File: src/rtl/smb_clkreg_pkg.sv
package smb_clkreg_pkg;

    localparam int NREG  = 10;
    localparam int IDX_W = 4;

    localparam logic [7:0] ADDR_WR = 8'hD2;
    localparam logic [7:0] ADDR_RD = 8'hD3;

    typedef enum logic [2:0] {
        LK_IDLE,
        LK_RX,
        LK_RX_ACK,
        LK_TX,
        LK_TX_ACK
    } link_st_e;

    typedef enum logic [1:0] {
        PH_ADDR,
        PH_CMD,
        PH_CNT,
        PH_DATA
    } rx_phase_e;

    typedef struct packed {
        logic             en;
        logic [IDX_W-1:0] idx;
        logic [7:0]       data;
    } wr_req_t;

    typedef struct packed {
        logic       cpu_stop_n;
        logic       pci_stop_n;
        logic       mult_sel;
        logic [2:0] freq_sel;
    } strap_t;

    // Bits a bus write may change, per register index
    function automatic logic [7:0] wr_mask(input int i);
        case (i)
            0:       return 8'hE8;
            1:       return 8'h7F;
            2, 3, 4, 5: return 8'hFF;
            8, 9:    return 8'h7F;
            default: return 8'h00;
        endcase
    endfunction

    // Stored value after reset (read-only pin bits are stored as 0)
    function automatic logic [7:0] rst_val(input int i);
        case (i)
            0:       return 8'h08;
            1:       return 8'h07;
            2:       return 8'h7F;
            3:       return 8'hC7;
            4:       return 8'h3F;
            5:       return 8'h40;
            6:       return 8'h13;
            default: return 8'h00;
        endcase
    endfunction

    function automatic logic [IDX_W-1:0] next_idx(input logic [IDX_W-1:0] i);
        return (i == IDX_W'(NREG - 1)) ? '0 : i + 1'b1;
    endfunction

endpackage

File: src/rtl/smb_bus_filter.sv
module smb_bus_filter #(
    parameter int SYNC = 2
) (
    input  logic clk,
    input  logic rst,
    input  logic scl_i,
    input  logic sda_i,
    output logic scl_lvl,
    output logic sda_lvl,
    output logic scl_rise,
    output logic scl_fall,
    output logic start_det,
    output logic stop_det
);
    logic [SYNC-1:0] scl_sh, sda_sh;
    logic            scl_prev, sda_prev;

    always_ff @(posedge clk) begin
        if (rst) begin
            scl_sh   <= '1;
            sda_sh   <= '1;
            scl_prev <= 1'b1;
            sda_prev <= 1'b1;
        end else begin
            scl_sh   <= {scl_sh[SYNC-2:0], scl_i};
            sda_sh   <= {sda_sh[SYNC-2:0], sda_i};
            scl_prev <= scl_sh[SYNC-1];
            sda_prev <= sda_sh[SYNC-1];
        end
    end

    assign scl_lvl   = scl_sh[SYNC-1];
    assign sda_lvl   = sda_sh[SYNC-1];
    assign scl_rise  = scl_lvl & ~scl_prev;
    assign scl_fall  = ~scl_lvl & scl_prev;
    assign start_det = scl_lvl & scl_prev & sda_prev & ~sda_lvl;
    assign stop_det  = scl_lvl & scl_prev & ~sda_prev & sda_lvl;

endmodule

File: src/rtl/smb_link.sv
module smb_link
    import smb_clkreg_pkg::*;
(
    input  logic             clk,
    input  logic             rst,
    input  logic             scl_rise,
    input  logic             scl_fall,
    input  logic             start_det,
    input  logic             stop_det,
    input  logic             sda_lvl,
    input  logic [7:0]       rd_data,
    output logic [IDX_W-1:0] rd_idx,
    output wr_req_t          wr,
    output logic             sda_oe
);
    localparam logic [7:0] COUNT_BYTE = 8'(NREG);

    link_st_e         st;
    rx_phase_e        ph;
    logic [7:0]       sh;
    logic [2:0]       bcnt;
    logic             full;
    logic             rd_mode;
    logic [7:0]       left;
    logic [IDX_W-1:0] ptr;

    always_ff @(posedge clk) begin
        if (rst) begin
            st      <= LK_IDLE;
            ph      <= PH_ADDR;
            sh      <= '0;
            bcnt    <= '0;
            full    <= 1'b0;
            rd_mode <= 1'b0;
            left    <= '0;
            ptr     <= '0;
            sda_oe  <= 1'b0;
            wr      <= '0;
        end else begin
            wr.en <= 1'b0;
            if (start_det) begin
                st     <= LK_RX;
                ph     <= PH_ADDR;
                bcnt   <= '0;
                full   <= 1'b0;
                sda_oe <= 1'b0;
            end else if (stop_det) begin
                st     <= LK_IDLE;
                sda_oe <= 1'b0;
            end else begin
                case (st)
                    LK_RX: begin
                        if (scl_rise) begin
                            sh   <= {sh[6:0], sda_lvl};
                            bcnt <= bcnt + 1'b1;
                            if (bcnt == 3'd7) full <= 1'b1;
                        end else if (scl_fall && full) begin
                            full <= 1'b0;
                            case (ph)
                                PH_ADDR: begin
                                    if (sh == ADDR_WR || sh == ADDR_RD) begin
                                        sda_oe  <= 1'b1;
                                        st      <= LK_RX_ACK;
                                        rd_mode <= (sh == ADDR_RD);
                                        ptr     <= '0;
                                    end else begin
                                        st <= LK_IDLE;
                                    end
                                end
                                PH_CMD: begin
                                    sda_oe <= 1'b1;
                                    st     <= LK_RX_ACK;
                                end
                                PH_CNT: begin
                                    sda_oe <= 1'b1;
                                    st     <= LK_RX_ACK;
                                    left   <= sh;
                                    ptr    <= '0;
                                end
                                default: begin
                                    if (left != 8'd0) begin
                                        sda_oe <= 1'b1;
                                        st     <= LK_RX_ACK;
                                        left   <= left - 1'b1;
                                        wr     <= '{en: 1'b1, idx: ptr, data: sh};
                                    end else begin
                                        st <= LK_IDLE;
                                    end
                                end
                            endcase
                        end
                    end
                    LK_RX_ACK: begin
                        if (scl_fall) begin
                            if (ph == PH_ADDR && rd_mode) begin
                                st     <= LK_TX;
                                sh     <= COUNT_BYTE;
                                sda_oe <= ~COUNT_BYTE[7];
                                bcnt   <= '0;
                            end else begin
                                sda_oe <= 1'b0;
                                st     <= LK_RX;
                                bcnt   <= '0;
                                case (ph)
                                    PH_ADDR: ph  <= PH_CMD;
                                    PH_CMD:  ph  <= PH_CNT;
                                    PH_CNT:  ph  <= PH_DATA;
                                    default: ptr <= next_idx(ptr);
                                endcase
                            end
                        end
                    end
                    LK_TX: begin
                        if (scl_fall) begin
                            if (bcnt == 3'd7) begin
                                sda_oe <= 1'b0;
                                st     <= LK_TX_ACK;
                            end else begin
                                sh     <= {sh[6:0], 1'b0};
                                sda_oe <= ~sh[6];
                                bcnt   <= bcnt + 1'b1;
                            end
                        end
                    end
                    LK_TX_ACK: begin
                        if (scl_rise) begin
                            if (sda_lvl) st <= LK_IDLE;
                        end else if (scl_fall) begin
                            sh     <= rd_data;
                            sda_oe <= ~rd_data[7];
                            bcnt   <= '0;
                            ptr    <= next_idx(ptr);
                            st     <= LK_TX;
                        end
                    end
                    default: ;
                endcase
            end
        end
    end

    assign rd_idx = ptr;

endmodule

File: src/rtl/smb_reg_bank.sv
module smb_reg_bank
    import smb_clkreg_pkg::*;
(
    input  logic             clk,
    input  logic             rst,
    input  wr_req_t          wr,
    input  logic [IDX_W-1:0] rd_idx,
    input  strap_t           pins,
    output logic [7:0]       rd_data,
    output logic [2:0]       core_cfg,
    output logic             pci_gate_n,
    output logic [6:0]       cpu_cfg,
    output logic [7:0]       pci_en,
    output logic [7:0]       pcif_cfg,
    output logic [7:0]       aux_en,
    output logic [7:0]       misc_cfg,
    output logic [6:0]       pll_n,
    output logic [5:0]       pll_r,
    output logic             pll_ovr
);
    logic [NREG-1:0][7:0] regs;
    logic [NREG-1:0][7:0] view;

    for (genvar gi = 0; gi < NREG; gi++) begin : g_reg
        localparam logic [7:0] MASK = wr_mask(gi);
        always_ff @(posedge clk) begin
            if (rst)
                regs[gi] <= rst_val(gi);
            else if (wr.en && wr.idx == IDX_W'(gi))
                regs[gi] <= (regs[gi] & ~MASK) | (wr.data & MASK);
        end
    end

    always_comb begin
        view    = regs;
        view[0] = {regs[0][7:5],
                   regs[0][4] | pins.cpu_stop_n,
                   regs[0][3] & pins.pci_stop_n,
                   regs[0][2:0] | pins.freq_sel};
        view[1] = {regs[1][7] | pins.mult_sel, regs[1][6:0]};
        rd_data = '0;
        for (int i = 0; i < NREG; i++)
            if (rd_idx == IDX_W'(i)) rd_data = view[i];
    end

    assign core_cfg   = regs[0][7:5];
    assign pci_gate_n = view[0][3];
    assign cpu_cfg    = regs[1][6:0];
    assign pci_en     = regs[2];
    assign pcif_cfg   = regs[3];
    assign aux_en     = regs[4];
    assign misc_cfg   = regs[5];
    assign pll_n      = regs[8][6:0];
    assign pll_r      = regs[9][6:1];
    assign pll_ovr    = regs[9][0];

endmodule

File: src/rtl/smb_clkreg_slave.sv
module smb_clkreg_slave
    import smb_clkreg_pkg::*;
(
    input  logic       clk,
    input  logic       rst,
    input  logic       scl_i,
    input  logic       sda_i,
    output logic       sda_oe,
    input  logic       cpu_stop_n,
    input  logic       pci_stop_n,
    input  logic [2:0] freq_sel,
    input  logic       mult_sel,
    output logic [2:0] core_cfg,
    output logic       pci_gate_n,
    output logic [6:0] cpu_cfg,
    output logic [7:0] pci_en,
    output logic [7:0] pcif_cfg,
    output logic [7:0] aux_en,
    output logic [7:0] misc_cfg,
    output logic [6:0] pll_n,
    output logic [5:0] pll_r,
    output logic       pll_ovr
);
    logic             scl_lvl, sda_lvl, scl_rise, scl_fall, start_det, stop_det;
    logic [7:0]       rd_data;
    logic [IDX_W-1:0] rd_idx;
    wr_req_t          wr;
    strap_t           pins;

    assign pins = '{cpu_stop_n: cpu_stop_n, pci_stop_n: pci_stop_n,
                    mult_sel: mult_sel, freq_sel: freq_sel};

    smb_bus_filter #(.SYNC(2)) u_filt (
        .clk(clk), .rst(rst), .scl_i(scl_i), .sda_i(sda_i),
        .scl_lvl(scl_lvl), .sda_lvl(sda_lvl), .scl_rise(scl_rise),
        .scl_fall(scl_fall), .start_det(start_det), .stop_det(stop_det)
    );

    smb_link u_link (
        .clk(clk), .rst(rst), .scl_rise(scl_rise), .scl_fall(scl_fall),
        .start_det(start_det), .stop_det(stop_det), .sda_lvl(sda_lvl),
        .rd_data(rd_data), .rd_idx(rd_idx), .wr(wr), .sda_oe(sda_oe)
    );

    smb_reg_bank u_bank (
        .clk(clk), .rst(rst), .wr(wr), .rd_idx(rd_idx), .pins(pins),
        .rd_data(rd_data), .core_cfg(core_cfg), .pci_gate_n(pci_gate_n),
        .cpu_cfg(cpu_cfg), .pci_en(pci_en), .pcif_cfg(pcif_cfg),
        .aux_en(aux_en), .misc_cfg(misc_cfg), .pll_n(pll_n),
        .pll_r(pll_r), .pll_ovr(pll_ovr)
    );

endmodule

File: config.mk
export PLATFORM = sky130hd
export DESIGN_NAME = smb_clkreg_slave
export DESIGN_NICKNAME = d
export VERILOG_FILES = /design/src/rtl/smb_clkreg_pkg.sv /design/src/rtl/smb_bus_filter.sv /design/src/rtl/smb_link.sv /design/src/rtl/smb_reg_bank.sv /design/src/rtl/smb_clkreg_slave.sv
export SDC_FILE = /design/constraint.sdc
export NUM_CORES = 1
export LEC_CHECK = 0
export ABC_AREA = 1
export BUFFER_PORTS_ARGS = -buffer_cell sky130_fd_sc_hd__buf_2
export CAP_MARGIN = 5
export CORE_AREA = 3 3 125 127
export CTS_CLUSTER_DIAMETER = 120
export DETAILED_ROUTE_END_ITERATION = 12
export DIE_AREA = 0 0 128 130
export SETUP_SLACK_MARGIN = 0.02
export SKIP_LAST_GASP = 1
export SLEW_MARGIN = 25
export SYNTH_ARGS = -nofsm -noshare
export SYNTH_HDL_FRONTEND = slang
export SYNTH_SLANG_ARGS = --single-unit
File: constraint.sdc
create_clock -name clk -period 2.2 [get_ports clk]
set_input_delay 0.11 -clock clk [delete_from_list [all_inputs] [get_ports clk]]
set_output_delay 0.11 -clock clk [all_outputs]
set_load 0.01 [all_outputs]
==> results.sh <==
export IMPL_status="finished clean"
export IMPL_seq_area_um2=2140
export IMPL_rsz0062_at_grt="true"
export IMPL_r2r_slack_ns=0.26
export IMPL_cp_slowest_stage_delay_ns=0.37
export IMPL_syn2layout_area_growth_pct=8.58
export IMPL_dp_cells=1030
export IMPL_cp_startpoint="u_filt.scl_prev"
export IMPL_yosysWarnings=0
export IMPL_synth_area_leaders="dfxtp_1, nand2_1, nor2_1"
export IMPL_grt_pass1_vias=4696
export IMPL_drt_initial_drc_count=536
export IMPL_cp_start_kind="register"
export IMPL_maxSlewHeadroom=0.613
export IMPL_pin_count=68
export IMPL_switchingPower_mw=2.71
export IMPL_r2r_start="u_filt.scl_prev"
export IMPL_fin_cells=1048
export IMPL_overflow=0
export IMPL_max_freq_ghz=0.515
export IMPL_synth_area_um2=5810
export IMPL_drc_errors=0
export IMPL_path_buf_inv=2
export IMPL_track_usage=0.198
export IMPL_async_flop_share=0
export IMPL_clock_latency_ns=0.36
export IMPL_synthFlopType="dfxtp_1"
export IMPL_p_int_mw=3.74
export IMPL_crit_fanout=16
export IMPL_port_buffer_count=67
export IMPL_die_area_um2=16600
export IMPL_diodes=0
export IMPL_netlist_instances=843
export IMPL_yosysTopAreaCell="dfxtp_1"
export IMPL_dr_pass1_iters=5
export IMPL_combPwrFrac=0.397
export IMPL_worst_pin_slew_ns=0.579
export IMPL_initial_core_util=0.399
export IMPL_die_w_um=128
export IMPL_cts_clk_slew_worst_paths_ns=0.07
export IMPL_reg2reg_depth=8
export IMPL_design_area_um2=6300
export IMPL_cts_buffers=9
export IMPL_path_common_cell="inv_1"
export IMPL_finish_utilization=0.434
export IMPL_critPathTopFamily="simple AND/OR/NAND/NOR gates"
export IMPL_synth_top_cell_area_share=0.369
export IMPL_met3_usage=0.0409
export IMPL_critPathSlowestCell="nand4_2"
export IMPL_h_tree_depth=3
export IMPL_postRouteWirelength_um=16300
export IMPL_clock_sinks=107
export IMPL_p_leak_nw=3.06
export IMPL_seqPwrFrac=0.350
export IMPL_ys_seq_elements=107
export IMPL_setup_viol=0
export IMPL_rr_endpoint="u_link.left[1]"
export IMPL_hold_path_class="in2reg"
export IMPL_syn_num_nets=864
export IMPL_gp_congestion=0.951
export IMPL_placed_area_um2=5980
export IMPL_routed_via_density=5.04
export IMPL_multi_input_area_um2=2810
export IMPL_clock_path_buffers=2
export IMPL_cp_required_ns=2.43
export IMPL_ys_seq_area_frac=0.369
export IMPL_ys_types=46
export IMPL_fin_crit_ns=1.94
export IMPL_peakVddDrop_mv=0.429
export IMPL_antenna_left=0
export IMPL_die_y_um=130
export IMPL_synth_edf_count=0
export IMPL_grt_antenna_before_repair=0
export IMPL_critPathKind="reg2reg"
export IMPL_wire_per_inst_um=15.6
export IMPL_power_total_mw=6.45
export IMPL_via_count=5284
export IMPL_powerDensity_nw_per_um2=1020
export IMPL_drive_gt1_frac=0.163
export IMPL_crit_path_end_kind="register"
export IMPL_cts_tree="yes"
export IMPL_nets=880
export IMPL_finalMaxSlewViolations=0
export IMPL_cts_root_buf="clkbuf_16"
export IMPL_setup_tns_ns=0
export IMPL_grt_util_met1=0.290
export IMPL_arrival_ns=2.18
export IMPL_fin_crit_sh=0.883
export IMPL_grt_max_degree=85
export IMPL_dp_hpwl_um=12000
export IMPL_drv_cap=0
export IMPL_crit_chain="inv_1 > ha_1 > inv_1 > nand2_4 > nor3_4 > nand4_2 > o21ai_0 > a21oi_1"
export IMPL_met2_usage=0.291
export IMPL_swShare=0.420
export IMPL_busiest_layer="met2"
export IMPL_hold_viol=0
export IMPL_core_um2=14500
export IMPL_clock_skew_ns=0.0111
export IMPL_avgSynthCellArea_um2=6.89
export IMPL_endpoint="u_link.left[1]"
export IMPL_cp_num_cells=8
export IMPL_grt_pass1_wl_um=26000
export IMPL_clock_power_share=0.252
export IMPL_rows=44
export IMPL_n_fill_cell=1589
-- cell usage after synthesis (all sizes together), types with 7 or more instances --
master / count
dfxtp: 107
a211oi: 7
buf: 68
nand3: 57
or2: 9
clkbuf: 13
nand4: 10
a21oi: 49
nand2: 172
nor2: 141
nor3: 9
ha: 11
o21ai: 88
inv: 86
-- how the worst min path moves through the flow --
stage | slack (ns) | endpoint | depth (start not counted) | startpoint
finish | 0.15 | u_link.rd_idx[1] | 2 | rst
global route | 0.17 | u_link.rd_idx[0] | 2 | rst
CTS | 0.14 | u_link.rd_idx[1] | 2 | rst
detailed placement | 0.30 | u_filt.scl_sh[0] | 2 | scl_i
global placement | 0.29 | u_filt.sda_sh[0] | 2 | sda_i
floorplan | 0.21 | u_filt.scl_sh[0] | 1 | scl_i
-- per-layer routing --
| layer | up-vias | share of wire |
|---|---|---|
| li1 | 2684 | - |
| met1 | 2403 | 0.49 |
| met2 | 173 | 0.42 |
| met3 | 24 | 0.070 |
| met4 | 0 | 0.017 |
| met5 | - | 0 |
-- registers in the layout, summed over array words and instances (netlist names), 2 cells and up --
| name | count |
|---|---|
| u_link.bcnt | 3 |
| u_bank.misc_cfg | 8 |
| u_bank.pll_n | 7 |
| u_filt.scl_sh | 2 |
| u_link.wr | 13 |
| u_bank.pcif_cfg | 8 |
| u_bank.aux_en | 8 |
| u_bank.core_cfg | 3 |
| u_bank.pll_r | 6 |
| u_link.st | 3 |
| u_link.rd_idx | 4 |
| u_filt.sda_sh | 2 |
| u_link.sh | 8 |
| u_bank.cpu_cfg | 7 |
| u_link.ph | 2 |
| u_bank.pci_en | 8 |
| u_link.left | 8 |
-- layout make-up --
| class | instances | share of cell area |
|---|---|---|
| sequential | 107 | 0.340 |
| multi-input combinational | 569 | 0.445 |
| tap | 184 | 0.0365 |
| inverter | 86 | 0.0524 |
| timing repair buffer | 86 | 0.0786 |
| clock buffer | 10 | 0.0379 |
| clock inverter | 6 | 0.00933 |
-- power by group through the flow --
stage | clock network (mW) | logic, mW | registers, mW
3_5_place_dp | 0 | 2.53 | 2.30
3_3_place_gp | 0 | 2.53 | 2.30
4_1_cts | 1.66 | 2.54 | 2.26
5_1_grt | 1.73 | 2.90 | 2.28
6_report | 1.63 | 2.56 | 2.26
2_1_floorplan | 0 | 2.00 | 2.24
-- cell usage in the layout, fill, tap and decap left out, types with 6 or more instances in the layout --
cell	Yosys	routed
a211oi_1	6	6
nor2_1	135	135
inv_1	80	79
nand3_1	56	56
nand2_1	164	164
buf_2	6	67
dfxtp_1	107	107
a21oi_1	46	46
nand4_1	9	9
clkbuf_16	0	9
o21ai_0	87	87
buf_4	56	16
ha_1	11	11
or2_2	9	9
-- cell families after synthesis --
logic type      after synthesis  share of synthesized area
fa+ha+maj                    11                     0.0237
buf+inv                     167                      0.148
simple gates                403                      0.312
compound gates              152                      0.142
xor+xnor                      3                    0.00453
flops                       107                      0.369
-- worst register-to-register path, stage by stage (launching register included) --
cell	delay, ns
dfxtp_1	0.35
inv_1	0.06
ha_1	0.22
inv_1	0.20
nand2_4	0.08
nor3_4	0.21
nand4_2	0.37
o21ai_0	0.27
a21oi_1	0.05
-- per-stage QoR --
step                      worst slack (ns)  hold slack (ns)
after global routing               0.00624            0.167
after CTS                            0.247            0.137
after detailed placement             0.264            0.298
final                                0.257            0.149
after global placement               0.253            0.292
after floorplan                      0.455            0.214
-- repair_timing --
item / in CTS / in global routing
buffers inserted: 0 / 0
endpoints found under the setup margin: 0 / 5
endpoints found under the hold margin: 2 / 0
hold buffers: 2 / 0
resized for setup: 0 / 1
(Power assumes the default switching activity.)
